$ cat config.mk
export PLATFORM = sky130hd
export DESIGN_NAME = ctr_cipher_seq
export DESIGN_NICKNAME = d
export VERILOG_FILES = /design/src/rtl/ctr_seq_pkg.sv /design/src/rtl/ctr_cfg_regs.sv /design/src/rtl/ctr_core_port.sv /design/src/rtl/ctr_xor_pad.sv /design/src/rtl/ctr_cipher_seq.sv
export SDC_FILE = /design/constraint.sdc
export NUM_CORES = 1
export LEC_CHECK = 0
export ABC_AREA = 1
export BUFFER_PORTS_ARGS = -buffer_cell sky130_fd_sc_hd__buf_2
export CORE_AREA = 2 2 408 410
export CTS_CLUSTER_SIZE = 40
export DETAILED_ROUTE_END_ITERATION = 8
export DIE_AREA = 0 0 410 412
export PLACE_DENSITY = 0.34
export REMOVE_ABC_BUFFERS = 1
export SLEW_MARGIN = 0
export SYNTH_ARGS = -nofsm -noshare
export SYNTH_HDL_FRONTEND = slang
export SYNTH_SLANG_ARGS = --single-unit
$ cat constraint.sdc
create_clock -name clk -period 1.26 [get_ports clk]
set_input_delay 0.063 -clock clk [delete_from_list [all_inputs] [get_ports clk]]
set_output_delay 0.063 -clock clk [all_outputs]
set_load 0.01 [all_outputs]
$ cat src/rtl/ctr_seq_pkg.sv
package ctr_seq_pkg;
  typedef enum logic {
    SEQ_IDLE = 1'b0,
    SEQ_RUN  = 1'b1
  } seq_state_t;

  localparam logic [1:0] CHAIN_COUNTER = 2'b10;
  localparam logic [1:0] OPMODE_BAD    = 2'b01;
endpackage

$ cat src/rtl/ctr_cfg_regs.sv
module ctr_cfg_regs #(
  parameter int BLK_W = 128,
  parameter int CNT_W = 32
) (
  input  logic             clk,
  input  logic             rst_n,
  input  logic             lock,
  input  logic             ctl_we,
  input  logic [1:0]       ctl_chain,
  input  logic [1:0]       ctl_op,
  input  logic             key_we,
  input  logic [BLK_W-1:0] key_in,
  input  logic             ctr_we,
  input  logic [BLK_W-1:0] ctr_in,
  input  logic             adv,
  output logic [1:0]       chain_q,
  output logic [1:0]       op_q,
  output logic [BLK_W-1:0] key_q,
  output logic [BLK_W-1:0] ctr_q
);
  logic [BLK_W-1:0] ctr_step;

  generate
    if (CNT_W >= BLK_W) begin : g_full
      assign ctr_step = ctr_q + BLK_W'(1);
    end else begin : g_split
      assign ctr_step = {ctr_q[BLK_W-1:CNT_W], ctr_q[CNT_W-1:0] + CNT_W'(1)};

      p_upper_fixed_r6: assert property (@(posedge clk) disable iff (!rst_n)
        adv |=> $stable(ctr_q[BLK_W-1:CNT_W]));
    end
  endgenerate

  always_ff @(posedge clk) begin
    if (!rst_n) begin
      chain_q <= '0;
      op_q    <= '0;
      key_q   <= '0;
      ctr_q   <= '0;
    end else begin
      if (ctl_we && !lock) begin
        chain_q <= ctl_chain;
        op_q    <= ctl_op;
      end
      if (key_we && !lock) key_q <= key_in;
      if (adv) ctr_q <= ctr_step;
      else if (ctr_we && !lock) ctr_q <= ctr_in;
    end
  end

  p_ctr_step_r6: assert property (@(posedge clk) disable iff (!rst_n)
    adv |=> ctr_q[CNT_W-1:0] == $past(ctr_q[CNT_W-1:0]) + CNT_W'(1));

  p_ctr_locked_r1: assert property (@(posedge clk) disable iff (!rst_n)
    (lock && !adv) |=> $stable(ctr_q));

  p_key_locked_r1: assert property (@(posedge clk) disable iff (!rst_n)
    lock |=> $stable(key_q));
endmodule

$ cat src/rtl/ctr_core_port.sv
module ctr_core_port #(
  parameter int BLK_W = 128
) (
  input  logic             clk,
  input  logic             rst_n,
  input  logic             start,
  input  logic             consume,
  input  logic [BLK_W-1:0] ctr_q,
  input  logic [BLK_W-1:0] key_q,
  output logic             core_req,
  input  logic             core_ack,
  output logic [BLK_W-1:0] core_key,
  output logic [BLK_W-1:0] core_blk,
  input  logic [BLK_W-1:0] core_res,
  output logic             ks_valid,
  output logic [BLK_W-1:0] ks_q
);
  assign core_key = key_q;
  assign core_blk = ctr_q;

  always_ff @(posedge clk) begin
    if (!rst_n) begin
      core_req <= 1'b0;
      ks_valid <= 1'b0;
      ks_q     <= '0;
    end else begin
      if (start) core_req <= 1'b1;
      else if (core_ack) core_req <= 1'b0;

      if (core_req && core_ack) begin
        ks_q     <= core_res;
        ks_valid <= 1'b1;
      end else if (consume) begin
        ks_valid <= 1'b0;
      end
    end
  end

  p_req_hold_r3: assert property (@(posedge clk) disable iff (!rst_n)
    (core_req && !core_ack) |=> (core_req && $stable(core_blk) && $stable(core_key)));

  p_ks_after_ack_r4: assert property (@(posedge clk) disable iff (!rst_n)
    $rose(ks_valid) |-> $past(core_ack));
endmodule

$ cat src/rtl/ctr_xor_pad.sv
module ctr_xor_pad #(
  parameter int BLK_W = 128,
  parameter int CW    = 5
) (
  input  logic [BLK_W-1:0] din,
  input  logic [BLK_W-1:0] ks,
  input  logic [CW-1:0]    nbytes,
  output logic [BLK_W-1:0] res
);
  localparam int NB = BLK_W / 8;

  generate
    for (genvar i = 0; i < NB; i++) begin : g_byte
      logic [7:0] mixed;
      assign mixed = din[BLK_W-1-8*i -: 8] ^ ks[BLK_W-1-8*i -: 8];
      assign res[BLK_W-1-8*i -: 8] = (nbytes > CW'(i)) ? mixed : 8'h00;
    end
  endgenerate
endmodule

$ cat src/rtl/ctr_cipher_seq.sv
module ctr_cipher_seq
  import ctr_seq_pkg::*;
#(
  parameter int BLK_W = 128,
  parameter int CNT_W = 32,
  localparam int NB   = BLK_W / 8,
  localparam int CW   = $clog2(NB + 1)
) (
  input  logic             clk,
  input  logic             rst_n,
  input  logic             ctl_we,
  input  logic             ctl_en,
  input  logic [1:0]       ctl_chain,
  input  logic [1:0]       ctl_op,
  input  logic             key_we,
  input  logic [BLK_W-1:0] key_in,
  input  logic             ctr_we,
  input  logic [BLK_W-1:0] ctr_in,
  output logic             en,
  output logic [1:0]       cfg_chain,
  output logic [1:0]       cfg_op,
  output logic             busy,
  output logic             done,
  output logic [BLK_W-1:0] ctr_cur,
  input  logic             din_valid,
  output logic             din_ready,
  input  logic [BLK_W-1:0] din_data,
  input  logic [CW-1:0]    din_nbytes,
  output logic             dout_valid,
  input  logic             dout_ready,
  output logic [BLK_W-1:0] dout_data,
  output logic             core_req,
  input  logic             core_ack,
  output logic [BLK_W-1:0] core_key,
  output logic [BLK_W-1:0] core_blk,
  input  logic [BLK_W-1:0] core_res
);
  seq_state_t       state;
  logic             start, fin, ks_valid, cfg_ok;
  logic [BLK_W-1:0] key_q, ks_q, mixed;

  ctr_cfg_regs #(.BLK_W(BLK_W), .CNT_W(CNT_W)) u_regs (
    .clk(clk), .rst_n(rst_n), .lock(en),
    .ctl_we(ctl_we), .ctl_chain(ctl_chain), .ctl_op(ctl_op),
    .key_we(key_we), .key_in(key_in), .ctr_we(ctr_we), .ctr_in(ctr_in),
    .adv(fin), .chain_q(cfg_chain), .op_q(cfg_op), .key_q(key_q), .ctr_q(ctr_cur)
  );

  ctr_core_port #(.BLK_W(BLK_W)) u_port (
    .clk(clk), .rst_n(rst_n), .start(start), .consume(fin),
    .ctr_q(ctr_cur), .key_q(key_q),
    .core_req(core_req), .core_ack(core_ack), .core_key(core_key),
    .core_blk(core_blk), .core_res(core_res),
    .ks_valid(ks_valid), .ks_q(ks_q)
  );

  ctr_xor_pad #(.BLK_W(BLK_W), .CW(CW)) u_mix (
    .din(din_data), .ks(ks_q), .nbytes(din_nbytes), .res(mixed)
  );

  assign cfg_ok    = (ctl_chain == CHAIN_COUNTER) && (ctl_op != OPMODE_BAD);
  assign start     = (state == SEQ_IDLE) && en;
  assign din_ready = (state == SEQ_RUN) && ks_valid && !dout_valid;
  assign fin       = din_valid && din_ready;
  assign busy      = (state == SEQ_RUN);

  always_ff @(posedge clk) begin
    if (!rst_n) begin
      en         <= 1'b0;
      state      <= SEQ_IDLE;
      done       <= 1'b0;
      dout_valid <= 1'b0;
      dout_data  <= '0;
    end else begin
      done <= fin;
      if (fin) en <= 1'b0;
      else if (ctl_we && !en && !dout_valid) en <= ctl_en && cfg_ok;

      if (start) state <= SEQ_RUN;
      else if (fin) state <= SEQ_IDLE;

      if (fin) begin
        dout_data  <= mixed;
        dout_valid <= 1'b1;
      end else if (dout_valid && dout_ready) begin
        dout_valid <= 1'b0;
      end
    end
  end

  p_bad_op_r2: assert property (@(posedge clk) disable iff (!rst_n)
    (ctl_we && !en && ctl_op == OPMODE_BAD) |=> !en);

  p_done_pulse_r5: assert property (@(posedge clk) disable iff (!rst_n)
    done |=> !done);

  p_done_clears_r5: assert property (@(posedge clk) disable iff (!rst_n)
    done |-> (!en && !busy && dout_valid));

  p_req_busy_r5: assert property (@(posedge clk) disable iff (!rst_n)
    core_req |-> busy);

  p_ready_after_key_r4: assert property (@(posedge clk) disable iff (!rst_n)
    din_ready |-> !core_req);

  p_dout_hold_r8: assert property (@(posedge clk) disable iff (!rst_n)
    (dout_valid && !dout_ready) |=> (dout_valid && $stable(dout_data)));

  p_no_enable_pending_r8: assert property (@(posedge clk) disable iff (!rst_n)
    (dout_valid && !en) |=> !en);
endmodule

After elaboration in Yosys (flattened, before gate mapping)

Cells that the tools add are included.
Widths: inputs -> output; s select.

Bits in registers: 522
Output and inout bits: 522
Word-level logic and storage cells: 97

Add/sub/neg operators: 1
Muxes and demuxes: 25
Equal/unequal tests: 2
Bitwise logic cells: 19
$lt $le $gt $ge: 16
Reductions and logical operators: 21

Operator list:

| kind                  | count |
|---|---|
| $mux 8                | 16 |
| $xor 8x8->8           | 16 |
| $mux 32               | 2 |
| $gt 5x4->1 const B    | 8 |
| $add 32x1->32 const B | 1 |
| $gt 5x3->1 const B    | 4 |
| $logic_and 1x1->1     | 12 |
| $gt 5x1->1 const B    | 2 |
| $gt 5x2->1 const B    | 2 |
| $reduce_bool 2->1     | 5 |
| $mux 1                | 7 |
| $not 1->1             | 3 |
| $eq 2x2->1 const B    | 1 |
| $logic_not 1->1       | 2 |
| $ne 2x1->1 const B    | 1 |
| $reduce_and 2->1      | 1 |
| $reduce_or 2->1       | 1 |

Logic depth before layout (Yosys ltp)

Depth in word-level cells: 5
Gate-level depth with buffers: 10

By module

Synthesis repeated with hierarchy kept, for this count alone.

Cells, all modules: 3400
Area, all modules: 24250.8 um2

By module, submodules not included:

| module         | seq. area each (um2) | area an instance (um2) | cells an instance | instances |
|---|---|---|---|---|
| ctr_cfg_regs   | 5205.0               | 10104.7                | 1387              | 1 |
| ctr_core_port  | 2602.5               | 7253.2                 | 1076              | 1 |
| ctr_cipher_seq | 2642.5               | 4976.0                 | 610               | 1 |
| ctr_xor_pad    | 0.0                  | 1916.8                 | 327               | 1 |

Worst setup path after synthesis

No wires, ideal clock.

Path type: reg2reg
Start: register state, in the netlist busy
End: register dout_data[68]
Arrival time: 1372 ps
Library setup time: 124 ps
Path buffers: 3
Required time: 1136 ps
Clock period less this slack: 1496 ps
Slack: -236 ps
Stages on the path, launching flop included: 9
Cells stage by stage: dfxtp_1 -> inv_1 -> nor3_4 -> nand2_4 -> buf_6 -> buf_6 -> buf_2 -> nand3_1 -> o31ai_2

Word-level cells in the longest chain between the ends: 3

RTL lines:

| what                           | line                 | RTL |
|---|---|---|
| start, declared                | ctr_cipher_seq.sv:38 | `seq_state_t state;` |
| start signal, assigned         | ctr_cipher_seq.sv:70 | `state <= SEQ_IDLE;` |
| start signal, assigned         | ctr_cipher_seq.sv:79 | `if (start) state <= SEQ_RUN;` |
| start signal, assigned         | ctr_cipher_seq.sv:80 | `else if (fin) state <= SEQ_IDLE;` |
| $logic_and 1x1->1 (2 in a row) | ctr_cipher_seq.sv:63 | `assign din_ready = (state == SEQ_RUN) && ks_valid && !dout_valid;` |
| net din_ready                  | ctr_cipher_seq.sv:26 | `output logic din_ready,` |
| $logic_and 1x1->1              | ctr_cipher_seq.sv:64 | `assign fin = din_valid && din_ready;` |
| end signal, assigned           | ctr_cipher_seq.sv:83 | `dout_data <= mixed;` |
| end, declared                  | ctr_cipher_seq.sv:31 | `output logic [BLK_W-1:0] dout_data,` |

The timed path passes the listed nets, and every way through them passes these cells.
A chain may end at the register's enable or synchronous reset.

Final worst setup path

Start: register state, in the netlist busy
End: register u_regs.ctr_q[61]

Word-level cells in the longest chain between the ends: 5

RTL lines:

| what                              | line                 | RTL |
|---|---|---|
| $logic_and 1x1->1 (2 in a row)    | ctr_cipher_seq.sv:63 |  |
| $logic_and 1x1->1                 | ctr_cipher_seq.sv:64 |  |
| $not 1->1 (no source line)        | --                   |  |
| $reduce_and 2->1 (no source line) | --                   |  |
| end signal, assigned              | ctr_cfg_regs.sv:46   | `if (adv) ctr_q <= ctr_step;` |
| end signal, assigned              | ctr_cfg_regs.sv:47   | `else if (ctr_we && !lock) ctr_q <= ctr_in;` |
| end, declared                     | ctr_cfg_regs.sv:19   | `output logic [BLK_W-1:0] ctr_q` |

Every way passes these cells.

==> results.sh <==
export IMPL_min_period_ns=1.73
export IMPL_clockPowerShare_pct=44.8
export IMPL_grt_pass1_wl_um=184000
export IMPL_slew_violations=0
export IMPL_worstSetupPathType="reg2reg"
export IMPL_critPathLaunch="busy$_SDFFE_PN0P_"
export IMPL_h_tree_depth=3
export IMPL_die_w_um=410
export IMPL_grt_max_degree=73
export IMPL_vdd_ir_drop_worst_v=0.000822
export IMPL_cts_sinks=522
export IMPL_yosys_area_share_adder_pct=0.0586
export IMPL_synth_compound_area_share_pct=12.5
export IMPL_viasPerCell=3.72
export IMPL_fill_cells=18112
export IMPL_grt_use_total_pct=15.1
export IMPL_rsz0062_at_grt="true"
export IMPL_layout_drive_gt1_share_pct=39.8
export IMPL_fp_coreArea_um2=164000
export IMPL_worstReg2RegStart="busy$_SDFFE_PN0P_"
export IMPL_synthSimpleGateAreaFrac_pct=23.7
export IMPL_dieArea_um2=169000
export IMPL_synth_top_family_by_area="simple AND/OR/NAND/NOR gates"
export IMPL_syn_inst=2755
export IMPL_wire_per_inst_um=20.0
export IMPL_worstHoldStart="din_nbytes[4]"
export IMPL_setup_viol=656
export IMPL_design_portCount=1052
export IMPL_final_cells=6707
export IMPL_fmax_mhz=578
export IMPL_drc=0
export IMPL_combPwrFrac_pct=17.6
export IMPL_power_switching_w=0.0136
export IMPL_syn_cell_area_um2=21300
export IMPL_fin_ws_ns=-0.469
export IMPL_violations="setup timing"
export IMPL_tritoncts="done"
export IMPL_hold_path_class="in2reg"
export IMPL_yosysWarnings=0
export IMPL_cp_arrival_ns=2.27
export IMPL_num_vias=24920
export IMPL_die_h_um=412
export IMPL_drtPass1Iterations=5
export IMPL_final_nets=4986
export IMPL_insertion_delay_ns=0.65
export IMPL_syn_avg_cell_area_um2=7.74
export IMPL_p_int_w=0.0340
export IMPL_clk_pin_slew_ns=0.06
export IMPL_period_share_pct=137
export IMPL_cp_start_kind="flop"
export IMPL_fin_total_pwr_w=0.0476
export IMPL_drtAntennaViolNets=0
export IMPL_hold_worst_slack_ns=0.0658
export IMPL_final_area_um2=41500
export IMPL_synth_mux_area_share_pct=0
export IMPL_synth_distinct_cells=42
export IMPL_synth_xor_area_share_pct=5.38
export IMPL_clockBufferDepth=3
export IMPL_outcome="finished with violations"
export IMPL_cp_slowest_stage_delay_ns=0.32
export IMPL_cp_max_fo=6
export IMPL_grt_pass1_vias=24966
export IMPL_worst_slew_pin_slew_ns=0.761
export IMPL_swShare_pct=28.5
export IMPL_placed_cell_area_um2=29800
export IMPL_ys_ff_latch=522
export IMPL_cts_buffers_inserted=74
export IMPL_ys_seq_area_share_pct=49.0
export IMPL_p_leak_nw=18.7
export IMPL_end_kind="flop"
export IMPL_final_util_pct=25.3
export IMPL_std_cell_rows=149
export IMPL_clock_skew_final_ns=0.0265
export IMPL_p_per_area_nw_per_um2=1150
export IMPL_postRouteWirelength_um=134000
export IMPL_cts_root_buffer="clkbuf_16"
export IMPL_gp_congestion=0.848
export IMPL_dp_hpwl_um=97200
export IMPL_crit_chain="inv_2 -> nor3_4 -> nand2_8 -> nand2_8 -> buf_12 -> clkinv_16 -> buf_12 -> buf_16 -> nor2_4 -> nor2_1"
export IMPL_pwr_share_seq_pct=37.6
export IMPL_slew_headroom_pct=49.3
export IMPL_initial_utilization_pct=13.0
export IMPL_required_ns=1.80
export IMPL_numPortBuffers=1051
export IMPL_first_iter_violations=1050
export IMPL_syn_to_final_growth_pct=94.5
export IMPL_critical_path_slowest_cell="dfxtp_2"
export IMPL_grt_overflow_total=0
export IMPL_max_cap_violations=0
export IMPL_antenna_found_initial=32
export IMPL_dp_cells=5917
export IMPL_finalHoldViolCount=0
-- area by class of cell --
class	instances	area [um2]	area share [%]
Clock buffer	102	2100	5.06
Timing Repair inverter	5	95.1	0.229
Multi-Input combinational cell	1872	10200	24.7
Inverter	68	295	0.712
Clock inverter	26	304	0.733
Antenna cell	11	27.5	0.0663
Timing Repair Buffer	1912	15200	36.7
Sequential cell	522	10500	25.2
Tap cell	2189	2740	6.60
-- sequential cells by signal, summed over array words and instances, names as in the netlist, 2 cells and up --
register        count
u_port.ks_q       128
dout_data         128
u_regs.op_q         2
u_regs.ctr_q      128
u_regs.chain_q      2
u_regs.key_q      128
-- what timing repair did --
item                       in CTS  in global routing
resized for setup             415                205
hold endpoints to repair      521                  0
setup endpoints to repair     997                956
hold buffers                  526                  0
cloned                         56                  9
pin swaps                      66                 73
setup buffers                  58                 15
-- cell families after synthesis --
logic type | count (synthesis)
AO/OA/AOI/OAI | 495
flip-flops | 522
adder cells (fa/ha/maj) | 1
XOR/XNOR | 131
buffers and inverters | 361
AND/OR/NAND/NOR | 1245
-- power groups by stage --
| stage | logic (W) | clock network, W | registers [W] |
|---|---|---|---|
| final | 0.00837 | 0.0213 | 0.0179 |
| after global routing | 0.00903 | 0.0228 | 0.0180 |
| after CTS | 0.00826 | 0.0223 | 0.0179 |
| after detailed placement | 0.00558 | 0 | 0.0181 |
| after global placement | 0.00560 | 0 | 0.0181 |
| after floorplan | 0.00153 | 0 | 0.0185 |
-- layout by cell type (no fill, tap or decap), types with 20 or more instances in the layout --
cell / instances
buf_12: 63
buf_16: 45
buf_2: 1046
buf_4: 176
buf_6: 27
clkbuf_16: 81
dfxtp_1: 513
dlygate4sd3_1: 526
inv_1: 56
nand2_1: 217
nand2_2: 20
nand3_1: 169
nand3_2: 46
nor2_1: 654
nor2_2: 29
nor2_4: 83
o21ai_0: 302
o21ai_1: 80
o21ai_2: 54
xnor2_1: 73
xor2_1: 58
-- metal layers --
layer | vias up | part of all wire (%) | track usage, %
li1 | 12276 | - | -
met1 | 11683 | 41 | 17.6
met2 | 787 | 51 | 27.6
met3 | 168 | 5.5 | 3.19
met4 | 6 | 2.6 | 4.56
met5 | - | 0.027 | 0
-- cell usage after synthesis --
master	count	area share [%]
nor3_1	4	0.094
o21bai_1	1	0.035
o21ai_2	11	0.45
buf_2	21	0.49
buf_4	138	4.9
xnor2_1	73	3.0
nor2_1	763	13
a31oi_1	4	0.12
o211ai_4	1	0.10
dfxtp_1	522	49
a21oi_1	18	0.42
nand2_2	1	0.029
nor2_2	3	0.088
ha_1	1	0.059
nand2_1	243	4.3
o21ai_1	23	0.54
clkbuf_2	2	0.047
o211ai_1	3	0.11
nand2_8	1	0.094
nand3_1	218	5.1
nor3_2	1	0.047
a211oi_1	1	0.035
nand2_4	3	0.16
o22ai_1	1	0.029
o31ai_1	20	0.70
nand4_1	3	0.088
xor2_1	58	2.4
or2_2	2	0.059
nor2_8	1	0.094
buf_1	14	0.25
o21ai_0	405	9.5
o31ai_2	5	0.29
o311ai_4	1	0.12
nor3_4	1	0.076
clkinv_1	3	0.053
clkbuf_1	107	1.9
buf_12	2	0.19
buf_6	9	0.48
inv_2	6	0.11
inv_1	59	1.0
and2_1	1	0.029
a21oi_4	1	0.076
-- worst max-delay path, delay by kind of cell, from the launching register on --
kind | cells | cell delay (ns)
DFF | 1 | 0.32
buffers and inverters | 5 | 0.58
and+or+nand+nor | 5 | 0.71
-- through the flow --
| step | TNS [ns] | setup slack [ns] |
|---|---|---|
| 6_report | -138.52 | -0.469 |
| 5_1_grt | -216.80 | -0.569 |
| 4_1_cts | -190.06 | -0.510 |
| 3_5_place_dp | -136.05 | -0.498 |
| 3_3_place_gp | -132.18 | -0.488 |
| 2_1_floorplan | -1199.95 | -3.16 |
-- worst paths after layout --
path	depth (start not counted)	slack, ns	end
setup / recovery	10	-0.47	u_regs.ctr_q[61]$_SDFFE_PN0P_
hold / removal	5	0.07	dout_data[3]$_SDFFE_PN0P_
setup reg to reg	10	-0.47	u_regs.ctr_q[61]$_SDFFE_PN0P_
hold reg to reg	2	0.47	dout_data[105]$_SDFFE_PN0P_
Note: power is estimated with default switching activity, not from simulation.
